==> src/rtl/ptmr_pkg.sv <==
package ptmr_pkg;

   localparam int CTL_BITS = 4;

   typedef struct packed {
      logic csel;   // tick source: 1 = alternate input rising edge
      logic mode;   // 1 = re-trigger, 0 = single-shot
      logic run;    // 1 = counting
      logic ie;     // interrupt enable
   } ctl_t;

endpackage

==> src/rtl/ptmr_tick.sv <==
module ptmr_tick #(
   parameter int ALT_STAGES = 2
) (
   input  logic clk,
   input  logic rst_n,
   input  logic csel,
   input  logic alt_in,
   output logic tick
);

   generate
      if (ALT_STAGES < 2) begin : g_bad_stages
         $error("ptmr_tick: ALT_STAGES must be at least 2");
      end
   endgenerate

   logic [ALT_STAGES-1:0] sh_q;
   logic                  alt_rise;

   always_ff @(posedge clk or negedge rst_n) begin
      if (!rst_n) sh_q <= '0;
      else        sh_q <= {sh_q[ALT_STAGES-2:0], alt_in};
   end

   assign alt_rise = sh_q[ALT_STAGES-2] & ~sh_q[ALT_STAGES-1];
   assign tick     = csel ? alt_rise : 1'b1;

   // a rising transition can never be seen on two consecutive cycles
   a_r11_single_rise: assert property (@(posedge clk) disable iff (!rst_n)
      alt_rise |=> !alt_rise);

endmodule

==> src/rtl/ptmr_count.sv <==
module ptmr_count #(
   parameter int CNT_W = 16
) (
   input  logic             clk,
   input  logic             rst_n,
   input  logic             load,
   input  logic             active,
   input  logic             retrig,
   input  logic             tick,
   input  logic [CNT_W-1:0] reload,
   output logic             expire,
   output logic             tc
);

   logic [CNT_W-1:0] cnt_q;
   logic             at_end;

   assign at_end = active && tick && (cnt_q == CNT_W'(1));
   assign expire = at_end && !load;

   always_ff @(posedge clk or negedge rst_n) begin
      if (!rst_n) begin
         cnt_q <= '0;
         tc    <= 1'b0;
      end else begin
         tc <= expire;
         if (load)
            cnt_q <= reload;
         else if (at_end)
            cnt_q <= retrig ? reload : '0;
         else if (active && tick)
            cnt_q <= cnt_q - CNT_W'(1);
      end
   end

   // a stopped counter holds its value
   a_r7_stop_holds: assert property (@(posedge clk) disable iff (!rst_n)
      (!active && !load) |=> $stable(cnt_q));

   // re-trigger terminal count reloads the programmed value
   a_r6_auto_reload: assert property (@(posedge clk) disable iff (!rst_n)
      (expire && retrig) |=> (cnt_q == $past(reload)));

endmodule

==> src/rtl/ptmr_regs.sv <==
module ptmr_regs
   import ptmr_pkg::*;
#(
   parameter int CNT_W  = 16,
   parameter int ADDR_W = 2
) (
   input  logic              clk,
   input  logic              rst_n,
   input  logic [ADDR_W-1:0] addr,
   input  logic              wr_en,
   input  logic              rd_en,
   input  logic [7:0]        wdata,
   input  logic              expire,
   output ctl_t              ctl,
   output logic [CNT_W-1:0]  reload,
   output logic              load,
   output logic              flag,
   output logic [7:0]        rdata
);

   localparam int NBYTES = CNT_W / 8;

   generate
      if ((1 << ADDR_W) < NBYTES + 1) begin : g_bad_addr
         $error("ptmr_regs: ADDR_W too narrow for the register map");
      end
   endgenerate

   logic [7:0] byte_q [NBYTES];
   logic       ctl_wr;
   logic       ctl_rd;
   logic [7-CTL_BITS:0] wdata_unused;

   assign wdata_unused = wdata[7:CTL_BITS];
   assign ctl_wr = wr_en && (addr == '0);
   assign ctl_rd = rd_en && (addr == '0);
   assign load   = ctl_wr && wdata[1];

   genvar b;
   generate
      for (b = 0; b < NBYTES; b++) begin : g_byte
         always_ff @(posedge clk or negedge rst_n) begin
            if (!rst_n)
               byte_q[b] <= '0;
            else if (wr_en && (addr == ADDR_W'(b + 1)))
               byte_q[b] <= wdata;
         end
         assign reload[8*b +: 8] = byte_q[b];
      end
   endgenerate

   always_ff @(posedge clk or negedge rst_n) begin
      if (!rst_n)
         ctl <= '0;
      else if (ctl_wr)
         ctl <= ctl_t'(wdata[CTL_BITS-1:0]);
      else if (expire && !ctl.mode)
         ctl.run <= 1'b0;
   end

   always_ff @(posedge clk or negedge rst_n) begin
      if (!rst_n)
         flag <= 1'b0;
      else if (expire)
         flag <= 1'b1;
      else if (ctl_rd)
         flag <= 1'b0;
   end

   always_comb begin
      rdata = '0;
      if (addr == '0)
         rdata = {{(8-CTL_BITS){1'b0}}, ctl};
      for (int i = 0; i < NBYTES; i++)
         if (addr == ADDR_W'(i + 1))
            rdata = byte_q[i];
   end

   // single-shot expiry drops the run bit
   a_r5_single_halts: assert property (@(posedge clk) disable iff (!rst_n)
      (expire && !ctl.mode && !ctl_wr) |=> !ctl.run);

   // terminal count always latches the flag
   a_r9_flag_set: assert property (@(posedge clk) disable iff (!rst_n)
      expire |=> flag);

   // control read clears the flag when no new event arrives
   a_r10_read_clears: assert property (@(posedge clk) disable iff (!rst_n)
      (ctl_rd && !expire) |=> !flag);

endmodule

==> src/rtl/ptmr_top.sv <==
module ptmr_top
   import ptmr_pkg::*;
#(
   parameter int CNT_W      = 16,
   parameter int ADDR_W     = 2,
   parameter int ALT_STAGES = 2
) (
   input  logic              clk,
   input  logic              rst_n,
   input  logic [ADDR_W-1:0] reg_addr,
   input  logic              reg_wr,
   input  logic              reg_rd,
   input  logic [7:0]        reg_wdata,
   output logic [7:0]        reg_rdata,
   input  logic              alt_tick_in,
   output logic              irq,
   output logic              tc_pulse
);

   generate
      if ((CNT_W < 8) || (CNT_W % 8 != 0)) begin : g_bad_width
         $error("ptmr_top: CNT_W must be a positive multiple of 8");
      end
   endgenerate

   ctl_t             ctl;
   logic [CNT_W-1:0] reload;
   logic             load;
   logic             flag;
   logic             expire;
   logic             tick;

   ptmr_regs #(.CNT_W(CNT_W), .ADDR_W(ADDR_W)) u_regs (
      .clk    (clk),
      .rst_n  (rst_n),
      .addr   (reg_addr),
      .wr_en  (reg_wr),
      .rd_en  (reg_rd),
      .wdata  (reg_wdata),
      .expire (expire),
      .ctl    (ctl),
      .reload (reload),
      .load   (load),
      .flag   (flag),
      .rdata  (reg_rdata)
   );

   ptmr_tick #(.ALT_STAGES(ALT_STAGES)) u_tick (
      .clk    (clk),
      .rst_n  (rst_n),
      .csel   (ctl.csel),
      .alt_in (alt_tick_in),
      .tick   (tick)
   );

   ptmr_count #(.CNT_W(CNT_W)) u_count (
      .clk    (clk),
      .rst_n  (rst_n),
      .load   (load),
      .active (ctl.run),
      .retrig (ctl.mode),
      .tick   (tick),
      .reload (reload),
      .expire (expire),
      .tc     (tc_pulse)
   );

   assign irq = flag & ctl.ie;

   // an enabled terminal pulse is accompanied by the interrupt
   a_r9_irq_follows_tc: assert property (@(posedge clk) disable iff (!rst_n)
      (tc_pulse && ctl.ie) |-> irq);

   // reserved control bits read as zero
   a_r3_reserved_zero: assert property (@(posedge clk) disable iff (!rst_n)
      (reg_addr == '0) |-> (reg_rdata[7:4] == 4'h0));

endmodule

==> config.mk <==
export PLATFORM = sky130hd
export DESIGN_NAME = ptmr_top
export DESIGN_NICKNAME = d
export VERILOG_FILES = /design/src/rtl/ptmr_pkg.sv /design/src/rtl/ptmr_tick.sv /design/src/rtl/ptmr_count.sv /design/src/rtl/ptmr_regs.sv /design/src/rtl/ptmr_top.sv
export SDC_FILE = /design/constraint.sdc
export NUM_CORES = 1
export LEC_CHECK = 0
export ABC_AREA = 1
export BUFFER_PORTS_ARGS = -buffer_cell sky130_fd_sc_hd__buf_4
export CAP_MARGIN = 20
export CORE_MARGIN = 1.5
export CORE_UTILIZATION = 59
export CTS_CLUSTER_DIAMETER = 80
export CTS_CLUSTER_SIZE = 10
export DETAILED_ROUTE_END_ITERATION = 12
export GPL_TIMING_DRIVEN = 0
export PLACE_DENSITY_LB_ADDON = 0.25
export SETUP_SLACK_MARGIN = 0.02
export SYNTH_ARGS = -nofsm -noshare
export SYNTH_HDL_FRONTEND = slang
export SYNTH_HIERARCHICAL = 1
export SYNTH_SLANG_ARGS = --single-unit
==> constraint.sdc <==
create_clock -name clk -period 1.99 [get_ports clk]
set_input_delay 0.4975 -clock clk [delete_from_list [all_inputs] [get_ports clk]]
set_output_delay 0.4975 -clock clk [all_outputs]
set_load 0.02 [all_outputs]
==> impl_metrics.env, run 1 <==
export IMPL_status="finished, final reports clean"
export IMPL_multi_input_area_um2=1270
export IMPL_coreArea_um2=3970
export IMPL_dp_hpwl_um=4040
export IMPL_synth_edf_count=0
export IMPL_drive_gt1_frac=0.174
export IMPL_yosys_most_used_dff="dfrtp_1"
export IMPL_crit_fanout=10
export IMPL_dp_cells=426
export IMPL_synth_cell_types=24
export IMPL_crit_required_ps=2180
export IMPL_finalCriticalPeriod_ps=1830
export IMPL_fin_skew_ps=7.26
export IMPL_dieWidth_um=67.0
export IMPL_hold_viol_final=0
export IMPL_tightest_slew_ps=517
export IMPL_htree_num_levels=2
export IMPL_drt_wirelength_per_cell_um=12.9
export IMPL_setup_violations=0
export IMPL_ios=25
export IMPL_reg2reg_depth=10
export IMPL_synth_area_leader_cell="dfrtp_1"
export IMPL_async_flop_share=1.00
export IMPL_cp_buffers_inverters=4
export IMPL_place_congestion=0.906
export IMPL_numCtsBuffers=5
export IMPL_synth_nets=370
export IMPL_ant_nets=0
export IMPL_num_antenna_cells=0
export IMPL_path_depth=10
export IMPL_ys_warn_count=6
export IMPL_ys_seq_elements=40
export IMPL_rrSetupSlack_ps=250
export IMPL_regArea_um2=1000
export IMPL_nNetsFinal=400
export IMPL_grt_pass1_vias=2188
export IMPL_synth_seq_area_share=0.414
export IMPL_synth_top_cell_area_share=0.414
export IMPL_crit_end="u_count/cnt_q[11]$_DFFE_PN0P_"
export IMPL_worstReg2RegStart="u_tick/sh_q[0]$_DFF_PN0_"
export IMPL_timing_rr_end="u_count/cnt_q[11]$_DFFE_PN0P_"
export IMPL_cp_top_family="buffers and inverters"
export IMPL_syn_to_final_growth_pct=14.6
export IMPL_path_class="input port to flop"
export IMPL_max_vdd_ir_drop_mv=0.635
export IMPL_fin_setup_tns_ps=0
export IMPL_clk_path_buf_depth=2
export IMPL_clock_fmax_mhz=547
export IMPL_port_buffers=23
export IMPL_grt_start_max_net_pins=41
export IMPL_hold_path_class="input port to async pin"
export IMPL_via_per_inst=5.26
export IMPL_finalMaxSlewViolations=0
export IMPL_period_share=0.919
export IMPL_cpMostUsedCell="nand2_1"
export IMPL_cap_violations=0
export IMPL_syn_inst=353
export IMPL_grt_first_pass_wirelength_um=9690
export IMPL_grt_total_usage=0.288
export IMPL_drt_iter0_drc=145
export IMPL_clock_sinks=40
export IMPL_fillers=363
export IMPL_maxSlewHeadroom=0.656
export IMPL_cpMaxStageDelayCell="buf_2"
export IMPL_worstPathArrival_ps=2010
export IMPL_place_ws_ps=-340
export IMPL_drc=0
export IMPL_clk_pin_slew_ps=80
export IMPL_power_density_nw_per_um2=1000
export IMPL_grt_overflow=0
export IMPL_first_pass_iters=4
export IMPL_dpl_cell_area_um2=2650
export IMPL_final_setup_worst_slack_ps=162
export IMPL_cp_end_kind="flop"
export IMPL_synth_avg_cell_area_um2=6.84
export IMPL_vias=2283
export IMPL_cts_tree="done"
export IMPL_clk_latency_ps=290
export IMPL_layoutNonFillerInstCount=434
export IMPL_initial_core_util=0.608
export IMPL_fp_row_count=23
export IMPL_yosys_top_cells_area="dfrtp_1 (41%), nand2_1 (30%), nand3_1 (3.9%), inv_1 (3.9%), nor2_1 (3.4%)"
export IMPL_post_cts_buffers=0
export IMPL_cts_root_buf="clkbuf_8"
export IMPL_leakage_nw=1.55
export IMPL_die_y_um=67.0
export IMPL_die_area_um2=4490
export IMPL_antenna_found_initial=0
export IMPL_final_core_util=0.697
export IMPL_routed_wl_um=5620
export IMPL_syn_area_um2=2420
export IMPL_fin_area_um2=2770
export IMPL_path_cells="buf_4 -> nor2_4 -> nand3_1 -> inv_1 -> nor2_2 -> clkinv_1 -> buf_2 -> o21ai_0 -> nand2_1 -> nand2_1"
export IMPL_crit_path_start_kind="input port"
export IMPL_setup_worst_path_start="reg_addr[1]"
export IMPL_rsz0062_at_grt="no"
export IMPL_cpPeakStageDelay_ps=260
==> power by group <==
part | leakage, nW | switching [mW] | internal [mW]
Combinational | 1.00 | 0.549 | 0.341
Clock | 0.0541 | 0.293 | 0.371
Sequential | 0.494 | 0.210 | 1.01
==> cells by family after synthesis <==
group	share of synthesized area
buf+inv	0.0621
fa+ha+maj	0.0104
flops	0.414
simple gates	0.475
compound gates	0.0342
xor+xnor	0.00363
==> sequential cells by signal, summed over array words and instances, names as in the netlist <==
register,flops
u_regs/ctl,4
u_regs/reload,16
u_regs/flag,1
u_tick/sh_q,2
u_count/tc,1
u_count/cnt_q,16
==> worst min path at each step <==
stage	endpoint	slack, ps	cells after the start	from
finish	u_tick/sh_q[1]$_DFF_PN0_	180	1	rst_n
global route	u_tick/sh_q[1]$_DFF_PN0_	220	1	rst_n
CTS	u_count/cnt_q[4]$_DFFE_PN0P_	190	1	rst_n
detailed placement	u_tick/sh_q[1]$_DFF_PN0_	370	0	u_tick/sh_q[0]$_DFF_PN0_
global placement	u_tick/sh_q[1]$_DFF_PN0_	360	0	u_tick/sh_q[0]$_DFF_PN0_
floorplan	u_count/cnt_q[0]$_DFFE_PN0P_	200	0	rst_n
==> synthesized netlist by cell type (2+ instances only) <==
cell,number
a21oi_2,6
clkinv_1,2
dfrtp_1,40
ha_1,2
inv_1,25
inv_2,2
nand2_1,192
nand2_2,5
nand2_4,3
nand3_1,19
nand3b_1,3
nand4_1,4
nor2_1,22
nor2_2,8
nor2_4,6
nor3_1,2
o21ai_0,5
==> cell type report <==
type	instances	share of cell area
inverter	29	0.0398
multi-input combinational	280	0.459
buffer	4	0.0149
tap	50	0.0226
clock inverter	3	0.0154
sequential	40	0.361
timing repair buffer	23	0.0624
clock buffer	5	0.0249
==> metrics by stage <==
| stage | total power, mW | hold slack (ps) |
|---|---|---|
| finish | 2.78 | 176 |
| global placement | 2.08 | 358 |
| floorplan | 1.86 | 202 |
| global route | 2.96 | 215 |
| CTS | 2.78 | 193 |
| detailed placement | 2.11 | 368 |
==> what timing repair did <==
action | 4_1_cts | 5_1_grt
cloned | 0 | 0
hold buffers | 0 | 0
setup endpoints to repair | 10 | 9
gates resized for setup | 1 | 1
==> cells in the final DEF (no fill, tap or decap), drive strengths merged <==
cell / count
clkbuf: 6
dfrtp: 40
inv: 27
nor3: 2
bufinv: 1
nor2: 36
buf: 26
nand4: 4
a21oi: 7
ha: 2
nand2: 200
xor2: 1
nand3b: 3
clkinvlp: 1
nand3: 20
clkinv: 3
o21ai: 5
==> routing by layer <==
layer | GRT usage | part of all wire | up-vias | routed length (µm)
li1 | - | - | 1144 | -
met1 | 0.367 | 0.45 | 1064 | 2530
met2 | 0.480 | 0.48 | 65 | 2680
met3 | 0.0507 | 0.051 | 10 | 287
met4 | 0.117 | 0.021 | 0 | 116
met5 | 0 | 0 | - | 0
==> worst reg2reg max path, delay by kind of cell, from the launching register on <==
kind            cells  cell delay, ps
flops               1             380
simple gates        6             560
compound gates      1              90
buf+inv             3             650
No activity file was read; power rests on OpenSTA's default activity.
==> run 2: changes to the inputs <==
Settings changed: MAX_ROUTING_LAYER from default to met4.
==> run 2 against run 1 <==
  * Count of clock-buffer cells in the layout rose by 1
  * Critical path type unchanged
  * Die area did not move
  * Clock power fell by 1%
  * First-iteration DRC count rose by 9.0%
  * Routed wire length rose by 1.4%
  * Final area barely moved
  * Sequential share of layout area barely moved
  * Clock skew rose by 2.5 ps
  * Combinational power rose by 0.9%
  * Sequential power barely moved
  * Cell count did not move
  * Worst hold slack got worse by 3.8 ps
==> impl_metrics.env, run 2 (same netlist as run 1, synthesis figures left out) <==
export IMPL_clk_path_buf_depth=2
export IMPL_fin_setup_tns_ps=0
export IMPL_cts_tree="done"
export IMPL_multi_input_area_um2=1270
export IMPL_leakage_nw=1.55
export IMPL_cpMostUsedCell="nand2_1"
export IMPL_cap_violations=0
export IMPL_first_pass_iters=4
export IMPL_grt_start_max_net_pins=41
export IMPL_place_congestion=0.920
export IMPL_drt_iter0_drc=158
export IMPL_drt_wirelength_per_cell_um=13.1
export IMPL_clk_pin_slew_ps=80
export IMPL_nNetsFinal=400
export IMPL_initial_core_util=0.608
export IMPL_seq_power_share=0.441
export IMPL_fin_area_um2=2770
export IMPL_port_buffers=23
export IMPL_status="finished, final reports clean"
export IMPL_cp_end_kind="flop"
export IMPL_max_vdd_ir_drop_mv=0.638
export IMPL_numCtsBuffers=5
export IMPL_htree_num_levels=2
export IMPL_cts_root_buf="clkbuf_8"
export IMPL_drc=0
export IMPL_final_setup_worst_slack_ps=167
export IMPL_period_share=0.916
export IMPL_rsz0062_at_grt="no"
export IMPL_place_ws_ps=-381
export IMPL_grt_pass1_vias=2106
export IMPL_worstPathArrival_ps=2010
export IMPL_grt_overflow=0
export IMPL_via_per_inst=5.23
export IMPL_maxSlewHeadroom=0.658
export IMPL_crit_fanout=10
export IMPL_comb_power_share=0.323
export IMPL_pwr_share_clk=0.236
export IMPL_dp_hpwl_um=4130
export IMPL_syn_to_final_growth_pct=14.6
export IMPL_fp_row_count=23
export IMPL_finalCriticalPeriod_ps=1820
export IMPL_crit_path_start_kind="input port"
export IMPL_holdWs_ps=172
export IMPL_cpPeakStageDelay_ps=270
export IMPL_hold_viol_final=0
export IMPL_clock_fmax_mhz=548
export IMPL_final_cell_mix="nand2_1 (192), dfrtp_1 (40), inv_1 (25)"
export IMPL_fin_skew_ps=9.72
export IMPL_finalMaxSlewViolations=0
export IMPL_vias=2269
export IMPL_clk_latency_ps=290
export IMPL_cpMaxStageDelayCell="buf_2"
export IMPL_final_common_cell="nand2_1"
export IMPL_crit_required_ps=2180
export IMPL_intPower_mw=1.72
export IMPL_drive_gt1_frac=0.174
export IMPL_dieWidth_um=67.0
export IMPL_dpl_cell_area_um2=2650
export IMPL_power_switching_mw=1.06
export IMPL_antenna_found_initial=0
export IMPL_setup_violations=0
export IMPL_grt_total_usage=0.300
export IMPL_power_density_nw_per_um2=1010
export IMPL_ant_nets=0
export IMPL_hold_path_class="input port to async pin"
export IMPL_grt_first_pass_wirelength_um=9770
export IMPL_path_cells="buf_4 -> nor2_4 -> nand3_1 -> inv_1 -> nor2_2 -> clkinv_1 -> buf_2 -> o21ai_0 -> nand2_1 -> nand2_1"
export IMPL_switching_share=0.381
export IMPL_die_area_um2=4490
export IMPL_post_cts_buffers=0
export IMPL_final_core_util=0.697
export IMPL_clock_sinks=40
export IMPL_num_antenna_cells=0
export IMPL_tightest_slew_ps=513
export IMPL_path_class="input port to flop"
export IMPL_coreArea_um2=3970
export IMPL_ios=25
export IMPL_regArea_um2=1000
export IMPL_routed_wl_um=5700
export IMPL_fillers=354
export IMPL_die_y_um=67.0
run 2: cell types whose count changed in the layout (fill, tap and decap cells not counted):
cell | previous run | this run
clkbuf_1 | 0 | 1
clkinvlp_4 | 1 | 0
nor2_1 | 22 | 21
nor2_2 | 7 | 8
run 2: final cells by class:
type                            count  area share
Timing Repair Buffer               23      0.0624
Clock buffer                        6      0.0262
Buffer                              4      0.0149
Clock inverter                      2      0.0127
Inverter                           29      0.0398
Sequential cell                    40       0.362
Multi-Input combinational cell    280       0.460
Tap cell                           50      0.0226
run 2: critical path: cells and delay by family:
kind / cells / cell delay (ps)
and+or+nand+nor: 5 / 640
AOI/OAI and AO/OA: 1 / 120
buffers and inverters: 4 / 760
run 2: power by group through the flow:
stage	registers (mW)	clock network (mW)	logic (mW)
after detailed placement	1.24	0	0.887
after floorplan	1.18	0	0.683
after CTS	1.22	0.662	0.894
after global placement	1.23	0	0.852
after global routing	1.26	0.698	1.02
final	1.23	0.658	0.899
run 2: repair_timing:
action	CTS	global route
setup endpoints to repair	10	11
gates cloned	0	0
hold buffers	0	0
gates resized for setup	1	2
run 2: stage by stage:
stage,instances,total power [mW]
4_1_cts,434,2.78
5_1_grt,434,2.98
3_3_place_gp,426,2.08
6_report,434,2.78
3_5_place_dp,426,2.12
2_1_floorplan,353,1.86
run 2: metal layers:
metal,share of wire,global-route usage,routed length (µm)
met1,0.44,0.384,2490
met2,0.48,0.474,2720
met3,0.062,0.0541,352
met4,0.023,0.117,132
met5,0,-,0
run 2: path summary, 6_finish.rpt:
| path | startpoint | endpoint | slack, ps | cells past startpoint |
|---|---|---|---|---|
| min in group clk | alt_tick_in | u_tick/sh_q[0]$_DFF_PN0_ | 310 | 1 |
| max | reg_addr[1] | u_count/cnt_q[11]$_DFFE_PN0P_ | 170 | 10 |
| max in group asynchronous | rst_n | u_regs/reload[11]$_DFFE_PN0P_ | 1460 | 1 |
| max reg2reg | u_tick/sh_q[0]$_DFF_PN0_ | u_count/cnt_q[5]$_DFFE_PN0P_ | 230 | 9 |
| min reg2reg | u_tick/sh_q[0]$_DFF_PN0_ | u_tick/sh_q[1]$_DFF_PN0_ | 380 | 0 |
| min | rst_n | u_tick/sh_q[1]$_DFF_PN0_ | 170 | 1 |
==> run 3: changes to the inputs <==
Settings changed: CORE_UTILIZATION 59 to 60, SLEW_MARGIN from default to 30.
Clock period 1.99 ns to 2.35 ns, I/O delays scaled along.
==> run 3 against run 2 <==
  * Worst setup slack gained 7.4 ps
  * Count of clock-buffer cells in the layout is the same
  * Combinational power shrank 15%
  * Die area shrank 1.6%
  * Critical endpoint is now u_count/cnt_q[5]$_DFFE_PN0P_
  * Worst hold slack gained 83 ps
  * Clock power shrank 28%
  * Sequential cell count is the same
  * Core utilization grew 3.0 points
  * Non-clock buffer count is the same
  * Register-to-register slack gained 300 ps
  * Via count grew 0.44%
==> impl_metrics.env, run 3 (same netlist as run 1, synthesis figures left out) <==
export IMPL_final_common_cell="nand2_1"
export IMPL_antenna_found_initial=0
export IMPL_intPower_mw=1.38
export IMPL_via_per_inst=5.28
export IMPL_dp_cells=424
export IMPL_power_switching_mw=0.899
export IMPL_die_y_um=66.5
export IMPL_drt_iter0_drc=232
export IMPL_comb_power_share=0.336
export IMPL_fp_row_count=22
export IMPL_top_layer="met4"
export IMPL_num_antenna_cells=0
export IMPL_rsz0062_at_grt="no"
export IMPL_place_congestion=0.963
export IMPL_clk_latency_ps=300
export IMPL_dp_hpwl_um=4150
export IMPL_maxSlewHeadroom=0.654
export IMPL_finalCriticalPeriod_ps=2180
export IMPL_setup_violations=0
export IMPL_cts_root_buf="clkbuf_8"
export IMPL_cp_top_family="simple AND/OR/NAND/NOR gates"
export IMPL_syn_to_final_growth_pct=13.5
export IMPL_numCtsBuffers=5
export IMPL_final_cell_mix="nand2_1 (192), dfrtp_1 (40), inv_1 (25)"
export IMPL_grt_start_max_net_pins=41
export IMPL_seq_power_share=0.455
export IMPL_post_cts_buffers=0
export IMPL_vias=2279
export IMPL_crit_required_ps=2570
export IMPL_first_pass_iters=6
export IMPL_met3WireLength_um=390
export IMPL_tightest_slew_ps=520
export IMPL_cpMaxStageDelayCell="clkinv_1"
export IMPL_port_buffers=23
export IMPL_hold_path_class="input port to async pin"
export IMPL_worstPathArrival_ps=2400
export IMPL_clock_fmax_mhz=460
export IMPL_drt_wirelength_per_cell_um=13.4
export IMPL_ant_nets=0
export IMPL_cts_resized=0
export IMPL_timing_rr_end="u_count/cnt_q[6]$_DFFE_PN0P_"
export IMPL_clock_sinks=40
export IMPL_grt_total_usage=0.309
export IMPL_pwr_share_clk=0.209
export IMPL_path_class="input port to flop"
export IMPL_hold_viol_final=0
export IMPL_cp_end_kind="flop"
export IMPL_status="finished, final reports clean"
export IMPL_grt_overflow=0
export IMPL_switching_share=0.395
export IMPL_cp_buffers_inverters=4
export IMPL_total_power_mw=2.28
export IMPL_route_met2_wl_um=2760
export IMPL_cap_violations=0
export IMPL_routed_wl_um=5780
export IMPL_layoutNonFillerInstCount=432
export IMPL_die_area_um2=4420
export IMPL_period_share=0.926
export IMPL_finalMaxSlewViolations=0
export IMPL_path_cells="buf_4 -> nor2_2 -> nand3_1 -> inv_1 -> clkinv_1 -> nand2_4 -> buf_8 -> nand2_1 -> a21oi_2"
export IMPL_cts_tree="done"
export IMPL_nNetsFinal=400
export IMPL_clk_path_buf_depth=2
export IMPL_final_setup_worst_slack_ps=174
export IMPL_ctsHoldBuffers=0
export IMPL_rrSetupSlack_ps=530
export IMPL_fin_setup_tns_ps=0
export IMPL_grt_pass1_vias=2149
export IMPL_place_ws_ps=-88.6
export IMPL_ios=25
export IMPL_crit_path_start_kind="input port"
export IMPL_leakage_nw=1.55
export IMPL_drive_gt1_frac=0.172
export IMPL_coreArea_um2=3770
export IMPL_dieWidth_um=66.5
export IMPL_drc=0
export IMPL_clk_pin_slew_ps=80
export IMPL_wl_met1_um=2540
export IMPL_initial_core_util=0.641
export IMPL_cpPeakStageDelay_ps=350
export IMPL_grt_first_pass_wirelength_um=9840
export IMPL_fin_skew_ps=9.73
export IMPL_crit_fanout=10
export IMPL_max_vdd_ir_drop_mv=0.528
export IMPL_worstReg2RegStart="u_tick/sh_q[0]$_DFF_PN0_"
export IMPL_htree_num_levels=2
export IMPL_reg2reg_depth=9
export IMPL_final_core_util=0.727
export IMPL_power_density_nw_per_um2=831
==> run 3: per-stage QoR <==
| stage | hold slack (ps) | instance area (µm²) |
|---|---|---|
| 2_1_floorplan | 292 | 2420 |
| 3_3_place_gp | 356 | 2650 |
| 3_5_place_dp | 369 | 2650 |
| 4_1_cts | 273 | 2740 |
| 5_1_grt | 303 | 2740 |
| 6_report | 255 | 2740 |
==> run 3: how the worst max path moves through the flow <==
stage,slack [ps],from,cells after the start,to
3_5_place_dp,-90,reg_addr[1],9,u_count/cnt_q[5]$_DFFE_PN0P_
4_1_cts,210,reg_addr[1],9,u_count/cnt_q[5]$_DFFE_PN0P_
5_1_grt,90,reg_addr[1],11,u_count/cnt_q[4]$_DFFE_PN0P_
6_report,170,reg_addr[1],9,u_count/cnt_q[5]$_DFFE_PN0P_
2_1_floorplan,480,reg_addr[1],8,u_count/cnt_q[1]$_DFFE_PN0P_
3_3_place_gp,-40,reg_addr[1],9,u_count/cnt_q[5]$_DFFE_PN0P_
==> run 3: final cells by class <==
class                      instances  area, µm²
multi-input combinational        280       1260
clock buffer                       6       82.6
fill                             323       1030
tap                               48       60.1
clock inverter                     2       10.0
buffer                             4       41.3
timing repair buffer              23        173
sequential                        40       1000
inverter                          29        109
==> run 3: power groups by stage <==
stage               Sequential (mW)  Combinational, mW  Clock, mW
floorplan                     0.999              0.578          0
detailed placement             1.04              0.753          0
global placement               1.04              0.723          0
finish                         1.04              0.766      0.476
global route                   1.06              0.873      0.509
CTS                            1.03              0.764      0.477
==> run 3: metal layers <==
metal	vias to the layer above	track usage
met5	-	-
met4	0	0.0893
met3	13	0.0541
met2	80	0.506
met1	1045	0.397
li1	1141	-
